$ cat config.mk
export PLATFORM = sky130hd
export DESIGN_NAME = rexec_unit
export DESIGN_NICKNAME = d
export VERILOG_FILES = /design/src/rtl/rexec_pkg.sv /design/src/rtl/rexec_ctrl.sv /design/src/rtl/rexec_shifter.sv /design/src/rtl/rexec_dp.sv /design/src/rtl/rexec_unit.sv
export SDC_FILE = /design/constraint.sdc
export NUM_CORES = 1
export LEC_CHECK = 0
export BUFFER_PORTS_ARGS = -buffer_cell sky130_fd_sc_hd__buf_4
export CAP_MARGIN = 20
export CORE_UTILIZATION = 59
export DETAILED_ROUTE_END_ITERATION = 8
export PLACE_DENSITY = 0.86
export SETUP_SLACK_MARGIN = 0.05
export SYNTH_ARGS = -nofsm -noshare
export SYNTH_HDL_FRONTEND = slang
export SYNTH_SLANG_ARGS = --single-unit
export TNS_END_PERCENT = 10
$ cat constraint.sdc
create_clock -name vclk -period 7.2
set_input_delay 1.44 -clock vclk [all_inputs]
set_output_delay 1.44 -clock vclk [all_outputs]
set_load 0.01 [all_outputs]
$ cat src/rtl/rexec_pkg.sv
package rexec_pkg;
  localparam int OP_W    = 6;
  localparam int IDX_W   = 5;
  localparam int FUNCT_W = 6;

  typedef enum logic [FUNCT_W-1:0] {
    FN_SLL  = 6'h00,
    FN_SRL  = 6'h02,
    FN_SRA  = 6'h03,
    FN_ADDU = 6'h21,
    FN_SUBU = 6'h23,
    FN_OR   = 6'h25,
    FN_XOR  = 6'h26,
    FN_NOR  = 6'h27
  } funct_e;

  typedef enum logic [2:0] {
    SEL_ADD, SEL_SUB, SEL_OR, SEL_XOR, SEL_NOR, SEL_SHIFT
  } aluSel_e;

  typedef struct packed {
    aluSel_e aluSel;
    logic    shiftRight;
    logic    shiftArith;
    logic    legal;
  } ctrlStrobes_t;
endpackage

$ cat src/rtl/rexec_ctrl.sv
module rexec_ctrl
  import rexec_pkg::*;
(
  input  logic [OP_W-1:0]    opField,
  input  logic [FUNCT_W-1:0] functField,
  output ctrlStrobes_t       strobes
);
  always_comb begin
    strobes = '{aluSel: SEL_ADD, shiftRight: 1'b0, shiftArith: 1'b0, legal: 1'b1};
    unique case (functField)
      FN_ADDU: strobes.aluSel = SEL_ADD;
      FN_SUBU: strobes.aluSel = SEL_SUB;
      FN_OR:   strobes.aluSel = SEL_OR;
      FN_XOR:  strobes.aluSel = SEL_XOR;
      FN_NOR:  strobes.aluSel = SEL_NOR;
      FN_SLL:  strobes.aluSel = SEL_SHIFT;
      FN_SRL: begin
        strobes.aluSel     = SEL_SHIFT;
        strobes.shiftRight = 1'b1;
      end
      FN_SRA: begin
        strobes.aluSel     = SEL_SHIFT;
        strobes.shiftRight = 1'b1;
        strobes.shiftArith = 1'b1;
      end
      default: strobes.legal = 1'b0;
    endcase
    if (opField != '0) strobes.legal = 1'b0;
  end
endmodule

$ cat src/rtl/rexec_shifter.sv
module rexec_shifter #(
  parameter int DATA_W = 32,
  parameter int AMT_W  = 5
) (
  input  logic [DATA_W-1:0] dataIn,
  input  logic [AMT_W-1:0]  amount,
  input  logic              toRight,
  input  logic              arith,
  output logic [DATA_W-1:0] dataOut
);
  localparam int STAGES = AMT_W;

  function automatic logic [DATA_W-1:0] flipBits(input logic [DATA_W-1:0] v);
    logic [DATA_W-1:0] r;
    for (int i = 0; i < DATA_W; i++) r[i] = v[DATA_W-1-i];
    return r;
  endfunction

  logic              fillBit;
  logic [DATA_W-1:0] stg [0:STAGES];
  logic [DATA_W-1:0] rightOut;

  assign fillBit = toRight & arith & dataIn[DATA_W-1];
  assign stg[0]  = toRight ? dataIn : flipBits(dataIn);

  for (genvar s = 0; s < STAGES; s++) begin : g_stage
    localparam int DIST = 1 << s;
    if (DIST < DATA_W) begin : g_move
      assign stg[s+1] = amount[s] ? {{DIST{fillBit}}, stg[s][DATA_W-1:DIST]} : stg[s];
    end else begin : g_flood
      assign stg[s+1] = amount[s] ? {DATA_W{fillBit}} : stg[s];
    end
  end

  assign rightOut = stg[STAGES];
  assign dataOut  = toRight ? rightOut : flipBits(rightOut);
endmodule

$ cat src/rtl/rexec_dp.sv
module rexec_dp
  import rexec_pkg::*;
#(
  parameter int DATA_W = 32
) (
  input  ctrlStrobes_t      strobes,
  input  logic [IDX_W-1:0]  shamtField,
  input  logic [DATA_W-1:0] rsData,
  input  logic [DATA_W-1:0] rtData,
  output logic [DATA_W-1:0] result
);
  logic [DATA_W-1:0] shiftOut;
  logic [DATA_W-1:0] rawOut;

  rexec_shifter #(.DATA_W(DATA_W), .AMT_W(IDX_W)) u_shift (
    .dataIn  (rtData),
    .amount  (shamtField),
    .toRight (strobes.shiftRight),
    .arith   (strobes.shiftArith),
    .dataOut (shiftOut)
  );

  always_comb begin
    unique case (strobes.aluSel)
      SEL_ADD:   rawOut = rsData + rtData;
      SEL_SUB:   rawOut = rsData - rtData;
      SEL_OR:    rawOut = rsData | rtData;
      SEL_XOR:   rawOut = rsData ^ rtData;
      SEL_NOR:   rawOut = ~(rsData | rtData);
      SEL_SHIFT: rawOut = shiftOut;
      default:   rawOut = '0;
    endcase
  end

  assign result = strobes.legal ? rawOut : '0;
endmodule

$ cat src/rtl/rexec_unit.sv
module rexec_unit
  import rexec_pkg::*;
#(
  parameter int DATA_W = 32
) (
  input  logic [31:0]       instrWord,
  input  logic [DATA_W-1:0] rsData,
  input  logic [DATA_W-1:0] rtData,
  output logic [IDX_W-1:0]  rsIdx,
  output logic [IDX_W-1:0]  rtIdx,
  output logic [IDX_W-1:0]  destIdx,
  output logic [DATA_W-1:0] result,
  output logic              regWrEn,
  output logic              illegalFn
);
  localparam int FUNCT_LSB = 0;
  localparam int SHAMT_LSB = FUNCT_LSB + FUNCT_W;
  localparam int RD_LSB    = SHAMT_LSB + IDX_W;
  localparam int RT_LSB    = RD_LSB + IDX_W;
  localparam int RS_LSB    = RT_LSB + IDX_W;
  localparam int OP_LSB    = RS_LSB + IDX_W;

  ctrlStrobes_t strobes;

  assign rsIdx   = instrWord[RS_LSB +: IDX_W];
  assign rtIdx   = instrWord[RT_LSB +: IDX_W];
  assign destIdx = instrWord[RD_LSB +: IDX_W];

  rexec_ctrl u_ctrl (
    .opField    (instrWord[OP_LSB +: OP_W]),
    .functField (instrWord[FUNCT_LSB +: FUNCT_W]),
    .strobes    (strobes)
  );

  rexec_dp #(.DATA_W(DATA_W)) u_dp (
    .strobes    (strobes),
    .shamtField (instrWord[SHAMT_LSB +: IDX_W]),
    .rsData     (rsData),
    .rtData     (rtData),
    .result     (result)
  );

  assign illegalFn = ~strobes.legal;
  assign regWrEn   = strobes.legal & (destIdx != '0);
endmodule

Word level (Yosys, flattened, before mapping)
Index checks and enable logic that the tools add are counted.
{ "word_totals": {"ff_bits": 0, "output_inout_bits": 49, "input_bits": 96} }
{ "classes": {"n_addsub": 2, "bitwise_logic": 7, "n_eq_ne": 12, "reduce_logical": 7, "n_mux": 14} }
{ "op_table": {"columns": ["cell", "count"], "rows": [
  ["2-to-1 mux 32 bit", 8],
  ["one-hot mux 32 bit (6 select lines)", 1],
  ["adder 32 bit", 1],
  ["inverter 32 bit", 1],
  ["OR 32 bit", 1],
  ["subtractor 32 bit", 1],
  ["bitwise XOR 32 bit", 1],
  ["== test 6 bit, second input constant", 5],
  ["one-hot mux 3 bit (5 select lines)", 1],
  ["== test 6 x 2 -> 1 bit, second input constant", 2],
  ["OR reduction 8 bit", 1],
  ["== test 3 x 2 -> 1 bit, second input constant", 2],
  ["== test 3 bit, second input constant", 2],
  ["zero test 6 bit", 1],
  ["nonzero test 6 bit", 1],
  ["nonzero test 5 bit", 1],
  ["2-to-1 mux 1 bit", 4],
  ["AND 1 bit", 3],
  ["== test 3 x 1 -> 1 bit, second input constant", 1],
  ["zero test 3 bit", 1],
  ["OR reduction 3 bit", 1],
  ["OR reduction 2 bit", 1],
  ["inverter 1 bit", 1]
]} }

Logic depth before layout (Yosys ltp)
Gate-level depths: netlist of run 1.
{ "depth": {"ltp_word": 13, "mapped_depth": 18, "depth_no_buf": 17} }

Cells and area by module
Synthesis of run 1 repeated with hierarchy kept, for this count alone.
{ "hier_totals": {"hier_cells": 1189, "area_unflattened_um2": 8495.6} }
{ "by_module_without_submodules": {"columns": ["mod", "n_inst", "area_each_um2", "cells_each", "seq_area_each_um2"], "rows": [
  ["rexec_dp", 1, 4346.7, 670, 0.0],
  ["rexec_shifter", 1, 3881.2, 479, 0.0],
  ["rexec_ctrl", 1, 137.6, 21, 0.0],
  ["rexec_unit", 1, 130.1, 19, 0.0]
]} }

Least setup slack after synthesis of run 1
No wires, ideal clock.
{ "synth_path": {"path_kind": "in2out", "start": "input rtData[7]", "end": "output result[31]", "arrival_ns": 5.195, "n_path_buf": 1, "required_ns": 5.760, "stages": 15, "setup_slack_ns": 0.565, "path_cell_list": "or4_1 > nor4_1 > nor3b_2 > nor2_1 > xnor2_1 > ha_1 > clkbuf_1 > and4_1 > a31o_2 > a221oi_1 > o211ai_1 > a21oi_1 > o21ai_0 > or4_1 > a31oi_1"} }
{ "synth_between": {"elab_chain_cells": 9, "elab_cells_between_ends": 11} }
{ "synth_rtl": {"columns": ["element", "line", "rtl"], "rows": [
  ["start: declaration", "rexec_unit.sv:8", "input logic [DATA_W-1:0] rtData,"],
  ["parallel branches: the longest is 7 deep, another holds subtractor 32 bit", null, null],
  ["one-hot mux 32 bit (6 select lines) (*)", "rexec_dp.sv:24", "unique case (strobes.aluSel)"],
  ["2-to-1 mux 32 bit (*)", "rexec_dp.sv:35", "assign result = strobes.legal ? rawOut : '0;"],
  ["end: declaration", "rexec_unit.sv:12", "output logic [DATA_W-1:0] result,"]
]} }
Every way passes the cells marked *.

Final worst setup path of run 1
Same ends and word-level chain as after synthesis.

==> out/metrics.yaml, run 1 <==
layout:
  utilization: 0.690
  drive_gt1_frac: 0.227
  fin_cells: 1089
  regArea_sq_um: 0
  flops_and_latches: 0
  syn2layout_area_growth_pct: 13.9
  antennaDiodeCount: 0
  fill_cells: 967
  clock_buffer_count: 0
  final_nets: 1112
setup_path:
  path_buf_inv: 3
  start_kind: "input pin"
  required_ns: 5.76
  crit_fanout: 9
  path_delay_family: "simple AND/OR/NAND/NOR gates"
  endpoint_kind: "output port"
  critPathMaxStageDelay_ns: 0.66
  crit_slowest_cell: "or4_1"
  cp_cell_sequence: "buf_4 -> or4_1 -> nor4_2 -> nor3b_2 -> a31oi_1 -> xnor2_1 -> ha_1 -> and4_1 -> nand4_1 -> inv_1 -> a221oi_2 -> o211ai_1 -> a21oi_1 -> o21ai_0 -> or4_1 -> a31oi_1 -> buf_4"
  setup.worst_path.class: "input pin to output port"
  critPathLaunch: "rtData[7]"
  worstPathArrival_ns: 5.51
route:
  drc: 0
  ant_nets: 0
  topRoutingLayerUsed: "met4"
  viasPerCell: 7.26
  initialDrtViolationCount: 1229
  vias: 7905
  wirelength_microns: 25300
  routed-wl-met2_microns: 10900
  firstDrtPassIters: 8
  routedWlPerCell_microns: 23.2
  met1_length_microns: 9250
  met3_length_microns: 3430
floorplanning:
  rows: 38
  die_y_microns: 108
  floorplan.initialDensity: 0.606
  die-area_sq_um: 11600
  die_w_microns: 108
  io-pin-count: 145
  core_area_sq_um: 10800
timing:
  hold_ws_ns: 2.88
  max_slew_margin: 0.358
  finalSetupViolCount: 0
  period_minus_slack_ns: 6.95
  post-route-period-util: 0.965
  final_max_slew_viol_count: 0
  setup_tns_ns: 0
  worstMarginPinSlew_ns: 0.963
  fmax_mhz: 144
  rsz0062_at_grt: "no"
  finalHoldViolCount: 0
synth:
  synth_area_leaders: "mux4_2, ha_1, xnor2_1"
  synth_top_area_share: 0.161
  synth_cells: 880
  ys_types: 70
  netlist_area_sq_um: 6570
  synth_top_cell_by_area: "mux4_2"
  yosys_warnings: 0
  avgSynthCellArea_sq_um: 7.47
  yosysSeqAreaShare: 0
  syn_nets: 1041
global_route:
  grt_pass1_wl_microns: 38700
  grt_pass1_vias: 7156
  gr-total-overflow: 0
  antenna_found_initial: 0
  grt_use_total: 0.429
  grt_max_degree: 38
run:
  cap_violations: 0
outcome:
  status: "complete, no violations"
power_and_ir_drop:
  worst_ir_drop_vdd_uv: 45.3
  power_density_nw_per_um2: 76.0
  power_uw: 569
  leakage_nw: 3.29
clock_network:
  post_cts_resized: 0
  post_cts_buffers: 0
  cts_hold_buf: 0
placed_design:
  place.gp.congestion: 1.04
  placedCellCount: 1089
  portBuffers: 125
  dp_hpwl_microns: 20200
hold_path:
  worstHoldStart: "instrWord[22]"
  hold_path_class: "input pin to output port"
-- layout make-up --
cell class | instances | area [sq um] | share of cell area
multi-input cells | 726 | 5940 | 0.794
well taps | 140 | 175 | 0.0234
repair buffers | 142 | 1070 | 0.142
inverters | 81 | 304 | 0.0406
-- kinds of logic (layout without fill, tap and decap cells) --
family	after synthesis	in the layout	synth area share
xor gates and xnor gates	81	81	0.108
muxes	73	73	0.209
and+or+nand+nor	215	215	0.160
adders and majority gates	65	65	0.125
AOI/OAI and AO/OA	292	292	0.299
buffers and inverters	154	223	0.0994
-- final timing paths --
path / end / depth (start not counted) / slack (ns)
hold / removal: rsIdx[1] / 0 / 2.88
setup / recovery: result[31] / 17 / 0.25
-- report_power, final --
| part | internal, mW | leakage (nW) | switching [mW] |
|---|---|---|---|
| Sequential | 0 | 0 | 0 |
| Combinational | 0.242 | 3.29 | 0.327 |
| Clock | 0 | 0 | 0 |
-- stage by stage --
stage / area (sq um) / worst slack, ns
final: 7480 / 0.250
after global routing: 7480 / 0.0527
after CTS: 7460 / 0.132
after detailed placement: 7460 / 0.136
after global placement: 7460 / 0.244
after floorplan: 6570 / 0.565
-- cell usage after synthesis (4+ instances only) --
| cell type | instances |
|---|---|
| inv_1 | 79 |
| a21oi_1 | 75 |
| xnor2_1 | 75 |
| nand2_1 | 67 |
| ha_1 | 64 |
| nor2_1 | 62 |
| mux4_2 | 47 |
| clkbuf_1 | 46 |
| o21ai_0 | 36 |
| a22oi_1 | 29 |
| nand3_1 | 23 |
| a21o_1 | 19 |
| o22ai_1 | 19 |
| a31oi_1 | 18 |
| mux2i_1 | 18 |
| buf_4 | 15 |
| nor3_1 | 12 |
| a211oi_1 | 11 |
| o211ai_1 | 11 |
| a22o_1 | 9 |
| nand2b_1 | 9 |
| o31ai_1 | 8 |
| buf_1 | 7 |
| nand4_1 | 7 |
| o21a_1 | 6 |
| o221ai_1 | 6 |
| xor2_1 | 6 |
| a211o_1 | 5 |
| a221oi_1 | 5 |
| mux2_2 | 5 |
| nor4_1 | 5 |
| a41oi_1 | 4 |
| and2_1 | 4 |
| or3_1 | 4 |
| or4_1 | 4 |
-- routing by layer --
| metal | global-route usage | up-vias |
|---|---|---|
| met2 | 0.659 | 716 |
| met4 | 0.224 | 0 |
| met1 | 0.572 | 3573 |
| met3 | 0.0757 | 150 |
| met5 | 0 | - |
| li1 | - | 3466 |
-- cell usage in the layout, fill, tap and decap left out, types with 23 or more instances in the layout --
cell / n
inv_1: 79
nand2_1: 67
a21oi_1: 75
a22oi_1: 29
buf_4: 142
xnor2_1: 75
nor2_1: 61
nand3_1: 23
ha_1: 64
mux4_2: 47
o21ai_0: 36
Power figures use the tool's default switching activity.
==> inputs of run 2 (changes only) <==
--- a/config.mk
+++ b/config.mk
@@ -5,11 +5,13 @@
 export SDC_FILE = /design/constraint.sdc
 export NUM_CORES = 1
 export LEC_CHECK = 0
+export ABC_AREA = 1
 export BUFFER_PORTS_ARGS = -buffer_cell sky130_fd_sc_hd__buf_4
 export CAP_MARGIN = 20
 export CORE_UTILIZATION = 59
 export DETAILED_ROUTE_END_ITERATION = 8
-export PLACE_DENSITY = 0.86
+export GPL_TIMING_DRIVEN = 0
+export PLACE_DENSITY = 0.85
 export SETUP_SLACK_MARGIN = 0.05
 export SYNTH_ARGS = -nofsm -noshare
 export SYNTH_HDL_FRONTEND = slang
==> run 2 against run 1 <==
Net effect: the flow now finishes with violations (DRC); flip-flop and latch count is the same; global-route usage is 6.3 points higher; worst setup slack got worse by 0.071 ns; sequential share of layout area is the same; combinational power is 5.8% higher; critical path depth increased by 4; routed wire length is 25% higher; maximum frequency shrank 1.0%; count of clock-buffer cells in the layout did not move; final area is 11% higher; first-iteration DRC count up 28%; critical path type unchanged; critical endpoint is now result[11].
==> out/metrics.yaml, run 2 <==
power_and_ir_drop:
  switching_share: 0.661  # +0.0862
  seqPwrFrac: 0  # unchanged
  leakage_nw: 4.40  # +34%
  net-switching-power_uw: 398  # +22%
  worst_ir_drop_vdd_uv: 45.0  # -0.60%
  comb_power_share: 1.000  # about the same
  clockPowerShare: 0  # unchanged
  power_density_nw_per_um2: 72.2  # -4.9%
  intPower_uw: 204  # -16%
route:
  initialDrtViolationCount: 1578  # +28%
  vias: 10663  # +35%
  viasPerCell: 6.62  # -8.8%
  firstDrtPassIters: 9  # +1
  wirelength_microns: 31600  # +25%
  routedWlPerCell_microns: 19.6  # -16%
  drc: 13  # +13
  ant_nets: 0  # unchanged
outcome:
  violations: "DRC"
  status: "finished, violations left"
timing:
  finalSetupViolCount: 0  # unchanged
  worst_slack_ns: 0.179  # -0.0710 ns
  post-route-period-util: 0.975  # +0.00986
  setup_tns_ns: 0  # unchanged
  rsz0062_at_grt: "yes"
  period_minus_slack_ns: 7.02  # +0.0710 ns
  final_max_slew_viol_count: 0  # unchanged
  fmax_mhz: 142  # -1.0%
  max_slew_margin: 0.421  # +0.0632
  worstMarginPinSlew_ns: 0.863  # -0.0999 ns
  finalHoldViolCount: 0  # unchanged
synth:
  yosysSeqAreaShare: 0  # unchanged
  ys_types: 47  # -33%
  synth_cells: 1336  # +52%
  synth_most_common_cell: "nand3_1"
  yosys.area_share.simple: 0.521  # +0.361
  avgSynthCellArea_sq_um: 5.34  # -29%
  netlist_area_sq_um: 7130  # +8.5%
  yosys_warnings: 0  # unchanged
  synth_area_leaders: "nand3_1, nand2_1, ha_1"
  synth_top_area_share: 0.225  # +0.0642
  syn_nets: 1497  # +44%
  yosys-top-cells-count: "nand3_1, nand2_1, inv_1"
  synth_compound_area_frac: 0.174  # -0.125
  synth_mux_area_frac: 0  # -0.209
  synth_adder_area_share: 0.115  # -0.00980
  synth_xor_area_frac: 0.0418  # -0.0662
  synth_top_family_by_area: "simple AND/OR/NAND/NOR gates"
  synth_top_cell_by_area: "nand3_1"
layout:
  drive_gt1_frac: 0.162  # -0.0644
  clock_buffer_count: 0  # unchanged
  antennaDiodeCount: 0  # unchanged
  regArea_sq_um: 0  # unchanged
  final_common_cell: "nand3_1"
  syn2layout_area_growth_pct: 16.8
  mostFrequentLayoutCells: "nand3_1, nand2_1, inv_1"
  final_nets: 1631  # +47%
  flops_and_latches: 0  # unchanged
floorplanning:
  core_area_sq_um: 11600  # +7.1%
  die_w_microns: 112  # +4.1%
  rows: 39  # +2.6%
  die_y_microns: 112  # +4.1%
  die-area_sq_um: 12500  # +8.4%
  io-pin-count: 145  # unchanged
  floorplan.initialDensity: 0.614  # +0.00781
setup_path:
  cp-endpoint: "result[11]"
  crit_slowest_cell: "o21ai_0"
  critPathMaxStageDelay_ns: 0.42  # -0.24 ns
  crit_fanout: 10  # +1
  cp_cell_sequence: "buf_4 -> nor2_4 -> buf_2 -> nand2_1 -> nor2_4 -> inv_1 -> buf_2 -> nand2_1 -> xor2_1 -> ha_1 -> inv_1 -> o21bai_1 -> a21oi_1 -> o21bai_1 -> nand2_1 -> nand3_1 -> xnor2_1 -> o21ai_0 -> inv_1 -> a21oi_1 -> buf_4"
  critPathLaunch: "instrWord[3]"
  required_ns: 5.76  # about the same
  start_kind: "input pin"
  worstPathArrival_ns: 5.58  # +0.07 ns
  setup.worst_path.class: "input pin to output port"
  endpoint_kind: "output port"
  path_buf_inv: 7  # +4
  critical_path_depth: 21  # +4
  path_delay_family: "buffers and inverters"
placed_design:
  place.gp.congestion: 1.10  # +6.0%
  portBuffers: 132  # +5.6%
  dp_slack_ns: 0.0890  # -0.0466 ns
  dp_hpwl_microns: 26400  # +31%
global_route:
  antenna_found_initial: 1  # +1
  grt_max_degree: 11  # -71%
  grt_pass1_vias: 9556  # +34%
  grt_use_total: 0.491  # +0.0626
  gr-total-overflow: 0  # unchanged
  grt_pass1_wl_microns: 48100  # +24%
run:
  cap_violations: 0  # unchanged
hold_path:
  hold_path_class: "input pin to output port"
  holdPathStages: 2  # +2
clock_network:
  post_cts_buffers: 0  # unchanged
run 2: cell types whose count changed in the layout (fill, tap and decap cells not counted), sizes merged, moves of 40 or more:
cell | before | now
buf | 142 | 182
nand3 | 23 | 342
mux4 | 50 | 0
nand2 | 68 | 293
xnor2 | 75 | 4
inv | 81 | 157
run 2: kinds of logic (layout without fill, tap and decap cells):
group | count (synthesis) | in the layout
AND/OR/NAND/NOR | 790 | 790
buffers and inverters | 244 | 376
AO/OA/AOI/OAI | 203 | 203
adder cells (fa/ha/maj) | 65 | 65
XOR/XNOR | 34 | 34
run 2: worst min-delay path by stage:
stage / slack (ns) / start / endpoint
CTS: 3.06 / instrWord[20] / rtIdx[4]
global placement: 3.06 / instrWord[19] / rtIdx[3]
floorplan: 2.97 / instrWord[11] / destIdx[0]
detailed placement: 3.06 / instrWord[24] / rsIdx[3]
global route: 3.06 / instrWord[24] / rsIdx[3]
finish: 3.06 / instrWord[17] / rtIdx[1]
run 2: repair_timing:
action                                  in CTS  in global routing
endpoints found under the setup margin       0                 21
hold buffers                                 0                  0
resized for setup                            0                 12
run 2: power by group through the flow:
stage               sequential (mW)  combinational (mW)  clock (mW)
detailed placement                0               0.565           0
global route                      0               0.647           0
CTS                               0               0.568           0
global placement                  0               0.556           0
finish                            0               0.602           0
floorplan                         0               0.371           0
run 2: routing by layer:
metal  vias to the layer above  wire length, microns  part of all wire  global-route usage
met5                         -                    13           0.00041                   0
met4                         2                  2380             0.075               0.300
met3                       206                  5040              0.16               0.159
met2                       923                 12300              0.39               0.717
met1                      4687                 11800              0.37               0.624
li1                       4845                     -                 -                   -
run 2: layout make-up:
class / count / area (sq um)
repair buffers: 132 / 991
fillers: 1136 / 3280
well taps: 143 / 179
multi-input cells: 1092 / 6100
plain buffers: 82 / 449
inverters: 162 / 612
run 2: metrics by stage:
stage	area, sq um	power, mW	util	hold WS, ns	cells
after floorplan	7130	0.371	-	2.97	1336
after global placement	8300	0.556	0.715	3.06	1611
after detailed placement	8300	0.565	0.715	3.06	1611
after CTS	8300	0.568	0.715	3.06	1611
after global routing	8330	0.647	0.717	3.06	1611
final	8330	0.602	0.717	3.06	1611
